## src/rtl/tick_alarm_timer.sv

```systemverilog
module tick_alarm_timer #(
  parameter int CNT_W    = 32,
  parameter int PRE_W    = 16,
  parameter int SEL_W    = 4,
  parameter int N_CH     = 2,
  parameter int SYNC_DLY = 2,
  parameter int AW       = $clog2(4 + 2 * N_CH)
) (
  input  logic              clk,
  input  logic              rst_n,
  input  logic              en,
  input  logic              wr_en,
  input  logic [AW-1:0]     wr_addr,
  input  logic [CNT_W-1:0]  wr_data,
  input  logic [AW-1:0]     rd_addr,
  output logic [CNT_W-1:0]  rd_data,
  input  logic [2*N_CH:0]   int_mask,
  output logic              irq,
  output logic              evt_ovf,
  output logic [N_CH-1:0]   evt_per,
  output logic [N_CH-1:0]   evt_alarm
);
  localparam int NS     = 1 + 2 * N_CH;
  localparam int A_CTRL = 0;
  localparam int A_CNT  = 1;
  localparam int A_STAT = 2;
  localparam int A_PRE  = 3;
  localparam int A_SEL  = 4;
  localparam int A_ALM  = 4 + N_CH;

  logic [PRE_W-1:0] pre_q, pre_nx;
  logic [CNT_W-1:0] cnt_q;
  logic [N_CH-1:0]  ca_q, per_hit, alm_hit;
  logic [NS-1:0]    st_q, ev_q, set_v, clr_v, keep_v;
  logic             clr_hit, wrap_hit, wr_cnt;

  logic [SEL_W-1:0] sel_sh   [N_CH];
  logic [SEL_W-1:0] sel_pipe [N_CH][SYNC_DLY];
  logic [CNT_W-1:0] alm_sh   [N_CH];
  logic [CNT_W-1:0] alm_pipe [N_CH][SYNC_DLY];

  assign pre_nx = pre_q + 1'b1;
  assign wr_cnt = wr_en && (wr_addr == AW'(A_CNT));

  for (genvar g = 0; g < N_CH; g++) begin : g_ch
    assign per_hit[g] = en & ~pre_q[sel_pipe[g][SYNC_DLY-1]] & pre_nx[sel_pipe[g][SYNC_DLY-1]];
    assign alm_hit[g] = en & (cnt_q == alm_pipe[g][SYNC_DLY-1]);

    always_ff @(posedge clk or negedge rst_n) begin
      if (!rst_n) begin
        sel_sh[g] <= '0;
        alm_sh[g] <= '0;
        for (int k = 0; k < SYNC_DLY; k++) begin
          sel_pipe[g][k] <= '0;
          alm_pipe[g][k] <= '0;
        end
      end else begin
        if (wr_en && wr_addr == AW'(A_SEL + g)) sel_sh[g] <= wr_data[SEL_W-1:0];
        if (wr_en && wr_addr == AW'(A_ALM + g)) alm_sh[g] <= wr_data;
        sel_pipe[g][0] <= sel_sh[g];
        alm_pipe[g][0] <= alm_sh[g];
        for (int k = 1; k < SYNC_DLY; k++) begin
          sel_pipe[g][k] <= sel_pipe[g][k-1];
          alm_pipe[g][k] <= alm_pipe[g][k-1];
        end
      end
    end
  end

  assign clr_hit  = |(alm_hit & ca_q);
  assign wrap_hit = en & (&cnt_q) & ~clr_hit;
  assign set_v    = {alm_hit, per_hit, clr_hit | wrap_hit};
  assign clr_v    = (wr_en && wr_addr == AW'(A_STAT)) ? wr_data[NS-1:0] : '0;
  assign keep_v   = st_q & ~clr_v;

  always_ff @(posedge clk or negedge rst_n) begin
    if (!rst_n) begin
      pre_q <= '0;
      cnt_q <= '0;
      ca_q  <= '0;
      st_q  <= '0;
      ev_q  <= '0;
    end else begin
      if (en) pre_q <= pre_nx;
      if (wr_cnt)      cnt_q <= wr_data;
      else if (en)     cnt_q <= clr_hit ? '0 : cnt_q + 1'b1;
      if (wr_en && wr_addr == AW'(A_CTRL)) ca_q <= wr_data[N_CH-1:0];
      st_q <= keep_v | set_v;
      ev_q <= set_v;
    end
  end

  assign irq       = |(st_q & int_mask);
  assign evt_ovf   = ev_q[0];
  assign evt_per   = ev_q[N_CH:1];
  assign evt_alarm = ev_q[2*N_CH:N_CH+1];

  always_comb begin
    rd_data = '0;
    case (rd_addr)
      AW'(A_CTRL): rd_data[N_CH-1:0]  = ca_q;
      AW'(A_CNT):  rd_data            = cnt_q;
      AW'(A_STAT): rd_data[NS-1:0]    = st_q;
      AW'(A_PRE):  rd_data[PRE_W-1:0] = pre_q;
      default: ;
    endcase
    for (int i = 0; i < N_CH; i++) begin
      if (rd_addr == AW'(A_SEL + i)) rd_data[SEL_W-1:0] = sel_sh[i];
      if (rd_addr == AW'(A_ALM + i)) rd_data = alm_sh[i];
    end
  end

  assert_idle_hold_R9: assert property (@(posedge clk) disable iff (!rst_n)
    (!en && !wr_cnt) |=> ($stable(cnt_q) && $stable(pre_q)));

  assert_idle_quiet_R9: assert property (@(posedge clk) disable iff (!rst_n)
    !en |=> (ev_q == '0));

  assert_wrap_ovf_R4: assert property (@(posedge clk) disable iff (!rst_n)
    (en && !wr_cnt && (&cnt_q) && !(|(alm_hit & ca_q))) |=> (cnt_q == '0 && ev_q[0]));

  assert_clear_alarm_R5: assert property (@(posedge clk) disable iff (!rst_n)
    (en && !wr_cnt && |(alm_hit & ca_q)) |=> (cnt_q == '0 && ev_q[0]));

  assert_sticky_R8: assert property (@(posedge clk) disable iff (!rst_n)
    rst_n |=> ((st_q & $past(keep_v)) == $past(keep_v)));

  assert_evt_status_R8: assert property (@(posedge clk) disable iff (!rst_n)
    rst_n |-> ((ev_q & ~st_q) == '0));
endmodule

```

## config.mk

```make
export PLATFORM = sky130hd
export DESIGN_NAME = tick_alarm_timer
export DESIGN_NICKNAME = d
export VERILOG_FILES = /design/src/rtl/tick_alarm_timer.sv
export SDC_FILE = /design/constraint.sdc
export NUM_CORES = 1
export LEC_CHECK = 0
export ABC_AREA = 1
export BUFFER_PORTS_ARGS = -buffer_cell sky130_fd_sc_hd__buf_2
export CAP_MARGIN = 20
export CORE_ASPECT_RATIO = 1.75
export CORE_MARGIN = 2
export CORE_UTILIZATION = 30
export DETAILED_ROUTE_END_ITERATION = 16
export GPL_ROUTABILITY_DRIVEN = 0
export SLEW_MARGIN = 30
export SYNTH_ARGS = -nofsm -noshare
export SYNTH_HDL_FRONTEND = slang
export SYNTH_SLANG_ARGS = --single-unit
```

## constraint.sdc

```tcl
create_clock -name clk -period 5.58 [get_ports clk]
set_clock_uncertainty 0.15 [all_clocks]
set_input_delay 1.116 -clock clk [delete_from_list [all_inputs] [get_ports clk]]
set_output_delay 1.116 -clock clk [all_outputs]
set_load 0.05 [all_outputs]
```

=== Yosys cells after proc, flatten, opt, wreduce, memory -nomap -nowiden ===
Cells that the tools add are included.

* Register bits after elaboration: 276
* Input port bits: 47
* Output and inout bits: 38
* Logic and storage cells: 86

* $add $sub $neg: 2
* Magnitude comparators: 2
* Eq/ne operators: 15
* Multiplexer cells: 20
* Bitwise logic cells: 17
* Reductions and logical operators: 13

{| class="wikitable"
|+ Operator list
! operator !! number
|-
| two-way mux 32 bit || 5
|-
| equality test 32 bit || 2
|-
| adder 32 x 1 -> 32 bit (second input constant) || 1
|-
| AND reduction 32 bit || 1
|-
| equality test 3 bit (second input constant) || 8
|-
| one-hot mux 11 bit (2 select lines) || 1
|-
| adder 16 x 1 -> 16 bit (second input constant) || 1
|-
| binary-select mux 1 bit (select 4 bit) || 4
|-
| two-way mux 16 bit || 1
|-
| AND 5 bit || 2
|-
| < comparator 4 x 5 -> 1 bit (second input constant) || 2
|-
| equality test 3 x 2 -> 1 bit (second input constant) || 3
|-
| one-hot mux 3 bit (3 select lines) || 1
|-
| AND 1 bit || 8
|-
| two-way mux 4 bit || 2
|-
| one-hot mux 2 bit (4 select lines) || 1
|-
| logical AND 1 bit || 7
|-
| equality test 3 x 1 -> 1 bit (second input constant) || 2
|-
| zero test 3 bit || 2
|-
| two-way mux 5 bit || 1
|-
| inverter 5 bit || 1
|-
| OR 5 bit || 1
|-
| OR reduction 5 bit || 1
|-
| two-way mux 1 bit || 4
|-
| other kinds (5) || 7
|}

=== Logic depth before layout (Yosys ltp) ===
Gate-level depths: netlist (run 1).

* Word-level depth: 8
* Gate-level depth with buffers: 15
* Gate-level depth less buffers: 13

=== Worst setup path before layout (run 1) ===
OpenSTA, ideal clock, no wires.

* Kind: input -> output
* From: input rd_addr[2]
* To: output rd_data[10]
* Arrival: 2.483 ns
* Required time: 4.314 ns
* Path slack: 1.831 ns
* Stages: 4
* Buffers on the path: 1
* Cells stage by stage: inv_1 -> nand3_1 -> clkbuf_1 -> o2111ai_1

* Longest elaborated chain between the ends: 4
* Elaborated cells on any way between the ends: 7
* Classes of those cells: eq/ne: 4; mux: 3

{| class="wikitable"
|+ Ends and longest elaborated chain
! element !! line !! RTL
|-
| start, declared || 15 || <nowiki>input logic [AW-1:0] rd_addr,</nowiki>
|-
| equality test 3 x 2 -> 1 bit or equality test 3 x 1 -> 1 bit (tied branches) || 100 || <nowiki>case (rd_addr)</nowiki>
|-
| one-hot mux 11 bit (2 select lines) || 100 ||
|-
| two-way mux 32 bit || 109 || <nowiki>if (rd_addr == AW'(A_ALM + i)) rd_data = alm_sh[i];</nowiki>
|-
| two-way mux 32 bit (*) || 109 ||
|-
| end, declared || 16 || <nowiki>output logic [CNT_W-1:0] rd_data,</nowiki>
|}

Every way passes the cells marked *; elsewhere a longest branch is shown, timed or not.

=== Worst setup path in the final report (run 1) ===
* From: input rd_addr[2]
* To: output rd_data[1]

* Longest elaborated chain between the ends: 6
* Elaborated cells on any way between the ends: 13
* Classes of those cells: eq/ne: 7; mux: 5; reduce/logical: 1

{| class="wikitable"
|+ Ends and longest elaborated chain
! element !! line !! RTL
|-
| equality test 3 x 2 -> 1 bit, or another cell as far along || 100 ||
|-
| one-hot mux 2 bit (4 select lines) || 100 ||
|-
| two-way mux 4 bit || 108 || <nowiki>if (rd_addr == AW'(A_SEL + i)) rd_data[SEL_W-1:0] = sel_sh[i];</nowiki>
|-
| two-way mux 32 bit || 109 ||
|-
| two-way mux 4 bit || 108 ||
|-
| two-way mux 32 bit (*) || 109 ||
|}

Marks and branches as above.

==> flow_metrics.py, run 1 <==
metrics = {
    "outcome": {
        "status": "completed",
    },
    "global_route": {
        "globalRouteOverflowTotal": 0,
        "grt_start_max_net_pins": 120,
        "vias_in_the_first_global_route": 11700,
        "number_of_antenna_violations_at_the_first_check_in_global_routing": 0,
        "wire_length_of_the_first_global_routing_pass_mm": 68.6,
        "groute.usage.overall_pct": 20.1,
    },
    "synthesis": {
        "mappedNetlistNets": 1678,
        "synthesis.area_per_instance_um2": 8.02,
        "mapped_cells": 1629,
        "share_of_the_yosys_chip_area_belonging_to_registers_pct": 52.8,
        "synth.top_cells.by_area": "sky130_fd_sc_hd__dfrtp_1 (53%), sky130_fd_sc_hd__nand2_1 (14%), sky130_fd_sc_hd__inv_1 (5.3%)",
        "netlist-cell-type-count": 39,
        "synth_largest_type_area_fraction_pct": 52.8,
        "synth-seq-cells": 276,
        "ys_warn_count": 0,
        "netlist.top_cell.by_area": "sky130_fd_sc_hd__dfrtp_1",
        "syn-cell-area_um2": 13100,
    },
    "clock_network": {
        "cts_made_buffers": 25,
        "clk_root_buffer_cell": "sky130_fd_sc_hd__clkbuf_16",
        "post-cts-setup-buffers": 0,
        "cts.hold.buffers_added": 0,
        "cts.sink_count": 276,
        "worstSkewPairLatency_ns": 0.56,
        "bufs_on_longest_clock_path": 3,
        "tritoncts": "done",
        "clk_transition_reported_paths_ns": 0.07,
        "cts-htree-levels": 1,
        "post_cts_resize_count": 0,
    },
    "floorplan": {
        "floorplan.core_area_um2": 43200,
        "row_count": 101,
        "die_area_um2": 45300,
        "effective_utilization_at_floorplan_pct": 30.2,
        "die_h_um": 280,
        "number_of_top_level_design_ports": 85,
        "width_of_the_die_um": 162,
    },
    "detailed_routing": {
        "route.top_layer_used": "met4",
        "post_detailed_route_drc_marker_count": 0,
        "routed_wl_mm": 44.7,
        "firstDrtPassIters": 7,
        "avgRoutedWirePerCell_um": 19.6,
        "vias_per_cell": 5.03,
        "starting_drc_count_in_detailed_routing": 859,
        "postRouteAntennaNets": 0,
        "routed-via-count": 11500,
        "detailroute.wirelength.met2_mm": 23.6,
        "wl_met1_mm": 14.6,
        "detailroute.wirelength.met3_mm": 2.10,
    },
    "worst_hold_path": {
        "hold_path_class": "flop to flop",
    },
    "pwr": {
        "static-leakage-power_nw": 7.22,
        "powerDensity_nw_per_um2": 401,
        "report.power.total_mw": 5.97,
        "power.ir.vdd_worst_mv": 0.168,
    },
    "finish": {
        "share_of_cells_above_drive_strength_1_pct": 11.4,
        "n_fill_cell": 4543,
        "finish.net_count": 1743,
        "postLayoutCoreUtil_pct": 34.4,
        "post_layout_nonfiller_instances": 2277,
        "area.growth.synth_to_final_pct": 13.9,
        "insertedDiodeCount": 0,
        "stdcell_area_um2": 14900,
    },
    "worst_setup_path": {
        "critical_path_peak_fanout": 16,
        "startpoint_type": "input pin",
        "crit_type": "input pin to primary output",
        "critical_path.endpoint_type": "primary output",
        "signal_arrival_time_at_the_worst_endpoint_ns": 3.08,
        "timing.critical_path.required_ns": 4.31,
    },
    "timing": {
        "setup_tns_ns": 0,
        "max_freq_mhz": 230,
        "setup_viol_count_final": 0,
        "slew_at_the_pin_closest_to_its_max_slew_limit_ns": 1.07,
        "report.final.slew_viol_count": 0,
        "final_worst_path_period_share_pct": 77.9,
        "maxSlewHeadroom_pct": 28.0,
        "grt_setup_unrepaired": "false",
        "final_hold_viol_count": 0,
        "period_minus_slack_ns": 4.35,
        "final.hold.worst_slack_ns": 0.182,
        "finalWorstSetupSlack_ns": 1.23,
    },
    "placement": {
        "dpl-instance-area_um2": 14100,
        "detailed_place_hpwl_mm": 33.6,
        "place.port_buffers": 84,
        "place_worst_setup_slack_ns": 1.24,
        "place.detailed.instances": 2232,
    },
    "flow_run": {
        "max_cap_viol_count": 0,
    },
}
## critical path, cell delays in order
cell	delay, ns
sky130_fd_sc_hd__buf_2	0.11
sky130_fd_sc_hd__inv_1	0.13
sky130_fd_sc_hd__nand3_1	0.69
sky130_fd_sc_hd__o22ai_1	0.44
sky130_fd_sc_hd__a221oi_1	0.08
sky130_fd_sc_hd__nand2_1	0.10
sky130_fd_sc_hd__a21oi_1	0.04
sky130_fd_sc_hd__nand3_1	0.10
sky130_fd_sc_hd__buf_2	0.27
## synthesized netlist by cell type, drive strengths merged
cell type    n
nand2      506
dfrtp      276
inv        209
o21ai      138
nand3      120
nor2       114
nand4       43
clkbuf      37
a21oi       33
nor3        23
buf         22
xor2        21
o211ai      18
o22ai       18
o2111ai     12
xnor2       10
and2         5
nor3b        5
nand3b       4
or2          4
clkinv       3
a221oi       2
ha           2
o221ai       2
and3         1
nor4         1
## kinds of logic (layout without fill, tap and decap cells)
group | count (synthesis) | after routing | share of synthesized area, %
and+or+nand+nor | 826 | 826 | 27.1
buffers and inverters | 271 | 353 | 8.23
adders and majority gates | 2 | 2 | 0.191
DFF | 276 | 276 | 52.8
xor gates and xnor gates | 31 | 31 | 2.08
AOI/OAI and AO/OA | 223 | 223 | 9.51
## state kept, by name, indices dropped and copies added, names as in the netlist
signal	count
alm_pipe	128
alm_sh	64
cnt_q	32
pre_q	16
sel_pipe	16
sel_sh	8
ev_q	5
st_q	5
ca_q	2
## path summary, 6_finish.rpt
check | startpoint | end | slack (ns) | depth (start not counted)
max | rd_addr[2] | rd_data[1] | 1.23 | 9
min | alm_pipe[117] | alm_pipe[85] | 0.18 | 0
max reg2reg | cnt_q[12] | cnt_q[21] | 2.75 | 6
min reg2reg | alm_pipe[117] | alm_pipe[85] | 0.18 | 0
max in group asynchronous | rst_n | cnt_q[5] | 3.78 | 3
min in group asynchronous | rst_n | alm_pipe[46] | 0.34 | 1
## metal layers
layer	vias to the layer above	GRT usage [%]
met4	0	17.5
met3	208	2.71
met1	5440	19.6
met2	451	36.8
li1	5351	-
met5	-	0
## cell type report
class	instances	area, um2	area share (%)
multi-input combinational	1082	5110	34.3
inverter	212	796	5.34
tap	566	708	4.76
clock buffer	29	661	4.44
clock inverter	15	146	0.983
sequential	276	6910	46.4
timing repair buffer	97	561	3.77
## cell usage in the layout (no fill, tap or decap), types with 4 or more instances in the layout
cell / instances
sky130_fd_sc_hd__nor2_2: 13
sky130_fd_sc_hd__buf_2: 83
sky130_fd_sc_hd__nand3_1: 117
sky130_fd_sc_hd__nand4_1: 43
sky130_fd_sc_hd__o22ai_1: 18
sky130_fd_sc_hd__nor3b_1: 5
sky130_fd_sc_hd__nand2_1: 499
sky130_fd_sc_hd__nor2_1: 99
sky130_fd_sc_hd__dfrtp_1: 276
sky130_fd_sc_hd__nor3_1: 20
sky130_fd_sc_hd__nand2_2: 6
sky130_fd_sc_hd__a21oi_1: 33
sky130_fd_sc_hd__clkbuf_16: 25
sky130_fd_sc_hd__inv_6: 4
sky130_fd_sc_hd__buf_4: 11
sky130_fd_sc_hd__o21ai_0: 135
sky130_fd_sc_hd__o2111ai_1: 12
sky130_fd_sc_hd__inv_1: 185
sky130_fd_sc_hd__inv_2: 24
sky130_fd_sc_hd__xor2_1: 21
sky130_fd_sc_hd__clkinv_2: 8
sky130_fd_sc_hd__and2_1: 5
sky130_fd_sc_hd__nand3b_1: 4
sky130_fd_sc_hd__o211ai_1: 18
sky130_fd_sc_hd__xnor2_1: 10
## power breakdown
group | internal [mW] | switching (mW)
clock | 0.952 | 0.792
sequential | 2.39 | 0.394
combinational | 0.436 | 1.01
total | 3.77 | 2.19
Note: power is estimated with default switching activity, not from simulation.
==> inputs of run 2 (changes only) <==
ABC_AREA = 0   (was 1)
clock period = 3.6 ns   (was 5.58 ns; I/O delays follow)
==> flow_metrics.py, run 2 <==
metrics = {
    "worst_setup_path": {
        "signal_arrival_time_at_the_worst_endpoint_ns": 3.40,
        "timing.critical_path.required_ns": 3.88,
        "reg2reg_to": "cnt_q[31]",
        "critical_path.endpoint_type": "flop",
        "launch_instance_of_the_worst_register_to_register_path": "cnt_q[16]",
        "critical_path_peak_fanout": 19,
        "timing.critical_path.cells": "xnor2_1, nand3_1, or3_1, nor4_1, a32o_2, o21ai_0, a31o_2",
        "startpoint_type": "flop",
        "worst_r2r_path_depth": 7,
        "cpPeakStageDelay_ns": 0.54,
        "regToRegSetupSlack_ns": 0.48,
        "crit_type": "flop to flop",
        "worst_path_max_delay_cell": "sky130_fd_sc_hd__a32o_2",
    },
    "detailed_routing": {
        "firstDrtPassIters": 4,
        "vias_per_cell": 5.25,
        "postRouteAntennaNets": 0,
        "routed-via-count": 9093,
        "avgRoutedWirePerCell_um": 22.1,
        "routed_wl_mm": 38.2,
        "starting_drc_count_in_detailed_routing": 575,
        "post_detailed_route_drc_marker_count": 0,
    },
    "clock_network": {
        "post-cts-setup-buffers": 0,
        "tritoncts": "done",
        "bufs_on_longest_clock_path": 3,
        "worstSkewPairLatency_ns": 0.55,
        "cts.hold.buffers_added": 0,
        "cts-htree-levels": 1,
        "clk_transition_reported_paths_ns": 0.07,
        "clk_root_buffer_cell": "sky130_fd_sc_hd__clkbuf_16",
        "cts.sink_count": 276,
        "cts_made_buffers": 24,
        "post_cts_resize_count": 0,
    },
    "timing": {
        "final_hold_viol_count": 0,
        "final_worst_path_period_share_pct": 86.8,
        "setup_viol_count_final": 0,
        "slew_at_the_pin_closest_to_its_max_slew_limit_ns": 0.934,
        "max_freq_mhz": 320,
        "report.final.slew_viol_count": 0,
        "setup_tns_ns": 0,
        "maxSlewHeadroom_pct": 37.7,
        "grt_setup_unrepaired": "false",
        "period_minus_slack_ns": 3.12,
    },
    "finish": {
        "insertedDiodeCount": 0,
        "multiInputGateArea_um2": 5320,
        "share_of_cells_above_drive_strength_1_pct": 24.7,
        "finish.net_count": 1209,
        "layout_common_cells": "sky130_fd_sc_hd__dfrtp_1 (276), sky130_fd_sc_hd__nand2_1 (95), sky130_fd_sc_hd__buf_2 (78)",
        "most_common_library_cell_in_the_layout_ignoring_fill_and_taps": "sky130_fd_sc_hd__dfrtp_1",
        "n_fill_cell": 4180,
        "largest_reg_flops": 128,
        "postLayoutCoreUtil_pct": 35.1,
        "area.growth.synth_to_final_pct": 15.5,
        "regArea_um2": 6910,
        "registers_with_the_most_flip_flops": "alm_pipe: 128 flops, alm_sh: 64 flops, cnt_q: 32 flops",
        "largest_register": "alm_pipe",
    },
    "synthesis": {
        "number_of_enable_type_register_cells_in_the_synthesized_netlist": 0,
        "synth.most_common_cell": "sky130_fd_sc_hd__dfrtp_1",
        "synth_top_family_by_area": "simple AND/OR/NAND/NOR gates",
        "synth_fa_ha_area_share_pct": 0.198,
        "synth-main-ff-cell": "sky130_fd_sc_hd__dfrtp_1",
        "syn-cell-area_um2": 12600,
        "complex_gate_fraction_of_the_synthesized_area_pct": 10.9,
        "synth-seq-cells": 276,
        "async_reset_ff_share_pct": 100,
        "synthesis.area_per_instance_um2": 11.5,
        "synth_simple_gate_area_share_pct": 13.1,
        "mapped_cells": 1101,
        "mappedNetlistNets": 1150,
        "netlist.top_cell.by_area": "sky130_fd_sc_hd__dfrtp_1",
        "netlist-cell-type-count": 69,
        "share_of_the_yosys_chip_area_belonging_to_registers_pct": 54.6,
        "synth_xor_xnor_area_share_pct": 5.95,
        "synth.top_cells.by_area": "sky130_fd_sc_hd__dfrtp_1 (55%), sky130_fd_sc_hd__mux2_2 (6.8%), sky130_fd_sc_hd__xnor2_1 (3.9%)",
        "post_synth_most_frequent_cells": "sky130_fd_sc_hd__dfrtp_1 (276), sky130_fd_sc_hd__nand2_1 (95), sky130_fd_sc_hd__mux2_2 (76)",
        "yosys-mux-area-fraction_pct": 11.5,
        "ys_warn_count": 0,
        "synth_largest_type_area_fraction_pct": 54.6,
    },
    "floorplan": {
        "effective_utilization_at_floorplan_pct": 30.4,
        "row_count": 99,
        "die_h_um": 276,
        "number_of_top_level_design_ports": 85,
        "die_area_um2": 43900,
        "floorplan.core_area_um2": 41600,
        "width_of_the_die_um": 159,
    },
    "global_route": {
        "grt_start_max_net_pins": 97,
        "globalRouteOverflowTotal": 0,
        "number_of_antenna_violations_at_the_first_check_in_global_routing": 1,
        "wire_length_of_the_first_global_routing_pass_mm": 58.5,
        "vias_in_the_first_global_route": 9619,
        "groute.usage.overall_pct": 17.4,
    },
    "pwr": {
        "static-leakage-power_nw": 6.07,
        "powerDensity_nw_per_um2": 618,
        "power.ir.vdd_worst_mv": 0.306,
    },
    "worst_hold_path": {
        "hold_path_class": "input pin to async pin",
    },
    "placement": {
        "place.port_buffers": 84,
        "detailed_place_hpwl_mm": 28.4,
    },
    "outcome": {
        "status": "completed",
    },
    "flow_run": {
        "max_cap_viol_count": 0,
    },
}
## run 2: through the flow
step | setup slack (ns) | power (mW) | hold WS, ns | area [um2] | instances
final | 0.476 | 9.03 | 0.0605 | 14600 | 1732
after global routing | 0.380 | 9.43 | 0.110 | 14600 | 1732
after CTS | 0.533 | 9.07 | 0.0818 | 14600 | 1732
after detailed placement | 0.533 | 6.47 | 0.185 | 13800 | 1689
after global placement | 0.542 | 6.43 | 0.182 | 13800 | 1689
after floorplan | 0.0307 | 5.66 | 0.181 | 12700 | 1101
## run 2: how the worst max path moves through the flow
stage,cells past startpoint,endpoint,start
2_1_floorplan,5,rd_data[21],rd_addr[1]
3_3_place_gp,7,rd_data[2],rd_addr[1]
3_5_place_dp,7,rd_data[2],rd_addr[1]
4_1_cts,7,rd_data[2],rd_addr[1]
5_1_grt,6,rd_data[17],rd_addr[2]
6_report,7,cnt_q[31],cnt_q[16]
## run 2: per-layer routing
layer / track usage [%] / vias up / wire length (um)
li1: - / 4072 / -
met1: 18.5 / 4620 / 13700
met2: 33.5 / 300 / 20800
met3: 1.80 / 99 / 1460
met4: 9.98 / 2 / 2290
met5: 0 / - / 13
## run 2: logic make-up after synthesis
group / count (synthesis)
compound gates: 208
xor+xnor: 85
fa+ha+maj: 2
buf+inv: 104
flops: 276
mux: 117
simple gates: 309
## run 2: critical path, delay by kind of cell (launching register included)
family / cells / cell delay [ns]
XOR/XNOR: 1 / 0.49
AND/OR/NAND/NOR: 3 / 0.96
flip-flops: 1 / 0.39
AO/OA/AOI/OAI: 3 / 1.01
## run 2: cell type report
class	count	share of cell area [%]
Multi-Input combinational cell	721	36.4
Tap cell	555	4.75
Clock buffer	32	4.59
Sequential cell	276	47.3
Inverter	11	0.283
Clock inverter	11	0.728
Timing Repair Buffer	126	5.96
## run 2: power by group
part | total, mW | switching [mW] | internal, mW
Combinational | 2.00 | 1.14 | 0.861
Sequential | 4.43 | 0.682 | 3.75
Clock | 2.60 | 1.20 | 1.40
Total | 9.03 | 3.02 | 6.01
==> inputs of run 3 (changes only) <==
CELL_PAD_IN_SITES_DETAIL_PLACEMENT = 1   (was default)
CELL_PAD_IN_SITES_GLOBAL_PLACEMENT = 1   (was default)
PLACE_DENSITY_LB_ADDON = 0.1   (was default)
==> flow_metrics.py, run 3 (synthesis gave the netlist of run 2 again) <==
metrics = {
    "detailed_routing": {
        "post_detailed_route_drc_marker_count": 0,
        "avgRoutedWirePerCell_um": 25.5,
        "vias_per_cell": 5.20,
        "starting_drc_count_in_detailed_routing": 347,
        "postRouteAntennaNets": 0,
        "routed-via-count": 9074,
        "routed_wl_mm": 44.5,
        "firstDrtPassIters": 4,
    },
    "global_route": {
        "wire_length_of_the_first_global_routing_pass_mm": 67.2,
        "globalRouteOverflowTotal": 0,
        "groute.usage.overall_pct": 20.5,
        "vias_in_the_first_global_route": 10100,
        "number_of_antenna_violations_at_the_first_check_in_global_routing": 0,
        "grt_start_max_net_pins": 90,
    },
    "outcome": {
        "status": "completed",
    },
    "finish": {
        "most_common_library_cell_in_the_layout_ignoring_fill_and_taps": "sky130_fd_sc_hd__dfrtp_1",
        "area.growth.synth_to_final_pct": 17.0,
        "n_fill_cell": 4609,
        "registers_with_the_most_flip_flops": "alm_pipe: 128 flops, alm_sh: 64 flops, cnt_q: 32 flops",
        "insertedDiodeCount": 0,
        "largest_register": "alm_pipe",
        "finish.net_count": 1221,
        "share_of_cells_above_drive_strength_1_pct": 25.6,
        "layout_common_cells": "sky130_fd_sc_hd__dfrtp_1 (276), sky130_fd_sc_hd__nand2_1 (95), sky130_fd_sc_hd__buf_2 (80)",
        "largest_reg_flops": 128,
    },
    "worst_setup_path": {
        "timing.critical_path.required_ns": 2.73,
        "signal_arrival_time_at_the_worst_endpoint_ns": 2.25,
        "startpoint_type": "input pin",
        "critical_path_peak_fanout": 15,
        "crit_type": "input pin to primary output",
        "critical_path.endpoint_type": "primary output",
    },
    "clock_network": {
        "cts_made_buffers": 27,
        "cts-htree-levels": 1,
        "worstSkewPairLatency_ns": 0.55,
        "clk_transition_reported_paths_ns": 0.07,
        "cts.sink_count": 276,
        "clk_root_buffer_cell": "sky130_fd_sc_hd__clkbuf_16",
        "post-cts-setup-buffers": 0,
        "bufs_on_longest_clock_path": 3,
        "post_cts_resize_count": 0,
        "cts.hold.buffers_added": 0,
        "tritoncts": "done",
    },
    "floorplan": {
        "number_of_top_level_design_ports": 85,
        "floorplan.core_area_um2": 41600,
        "row_count": 99,
        "effective_utilization_at_floorplan_pct": 30.4,
        "width_of_the_die_um": 159,
        "die_h_um": 276,
        "die_area_um2": 43900,
    },
    "flow_run": {
        "max_cap_viol_count": 0,
    },
    "pwr": {
        "powerDensity_nw_per_um2": 648,
        "power.ir.vdd_worst_mv": 0.295,
        "static-leakage-power_nw": 6.17,
        "report.power.total_mw": 9.60,
    },
    "timing": {
        "max_freq_mhz": 320,
        "report.final.slew_viol_count": 0,
        "finalWorstSetupSlack_ns": 0.477,
        "final.hold.worst_slack_ns": 0.0377,
        "slew_at_the_pin_closest_to_its_max_slew_limit_ns": 0.807,
        "setup_viol_count_final": 0,
        "maxSlewHeadroom_pct": 46.2,
        "grt_setup_unrepaired": "false",
        "final_hold_viol_count": 0,
        "setup_tns_ns": 0,
        "final_worst_path_period_share_pct": 86.7,
        "period_minus_slack_ns": 3.12,
    },
    "placement": {
        "place.port_buffers": 84,
        "place_worst_setup_slack_ns": 0.444,
        "detailed_place_hpwl_mm": 33.4,
    },
    "worst_hold_path": {
        "hold_path_class": "input pin to async pin",
    },
}
## run 3: cell count changes in the layout (fill, tap and decap cells not counted), sizes merged
cell    delta
buf        +9
clkbuf     +4
clkinv     -2
inv        -1
bufinv     +3
## run 3: layout make-up
| type | count | area, um2 | area share (%) |
|---|---|---|---|
| sequential | 276 | 6910 | 46.7 |
| multi-input combinational | 721 | 5330 | 36.0 |
| timing repair buffer | 135 | 908 | 6.14 |
| clock buffer | 36 | 759 | 5.13 |
| tap | 555 | 694 | 4.69 |
| clock inverter | 11 | 166 | 1.12 |
| inverter | 11 | 41.3 | 0.279 |
## run 3: final timing paths
kind                              start      endpoint  slack (ns)  cells past startpoint
hold reg to reg            sel_pipe[14]  sel_pipe[10]        0.19                      0
hold / removal                    rst_n      pre_q[6]        0.04                      1
setup reg to reg              cnt_q[10]     cnt_q[31]        0.49                      8
setup / recovery             rd_addr[0]    rd_data[6]        0.48                      4
min in group clk           sel_pipe[14]  sel_pipe[10]        0.19                      0
max in group asynchronous         rst_n     pre_q[15]        2.41                      2
## run 3: per-layer routing
metal | part of all wire (%) | track usage, %
met1 | 36 | 21.2
met2 | 58 | 42.3
met3 | 2.3 | 1.80
met4 | 3.6 | 7.01
met5 | 0 | 0
## run 3: power by group
| part | leakage [nW] | total, mW | switching (mW) | internal (mW) |
|---|---|---|---|---|
| registers | 3.32 | 4.39 | 0.636 | 3.75 |
| clock network | 0.446 | 3.03 | 1.27 | 1.76 |
| logic | 2.41 | 2.18 | 1.28 | 0.892 |
## run 3: per-stage QoR
stage | util, % | instances | area, um2
CTS | 35.6 | 1745 | 14800
global route | 35.6 | 1745 | 14800
global placement | 33.3 | 1698 | 13900
detailed placement | 33.3 | 1698 | 13900
finish | 35.6 | 1745 | 14800
floorplan | - | 1101 | 12700
## run 3: critical path: stages
cell and delay (ns):
sky130_fd_sc_hd__buf_2 0.40, sky130_fd_sc_hd__nand2b_1 0.57, sky130_fd_sc_hd__o22ai_2 0.24, sky130_fd_sc_hd__buf_2 0.30
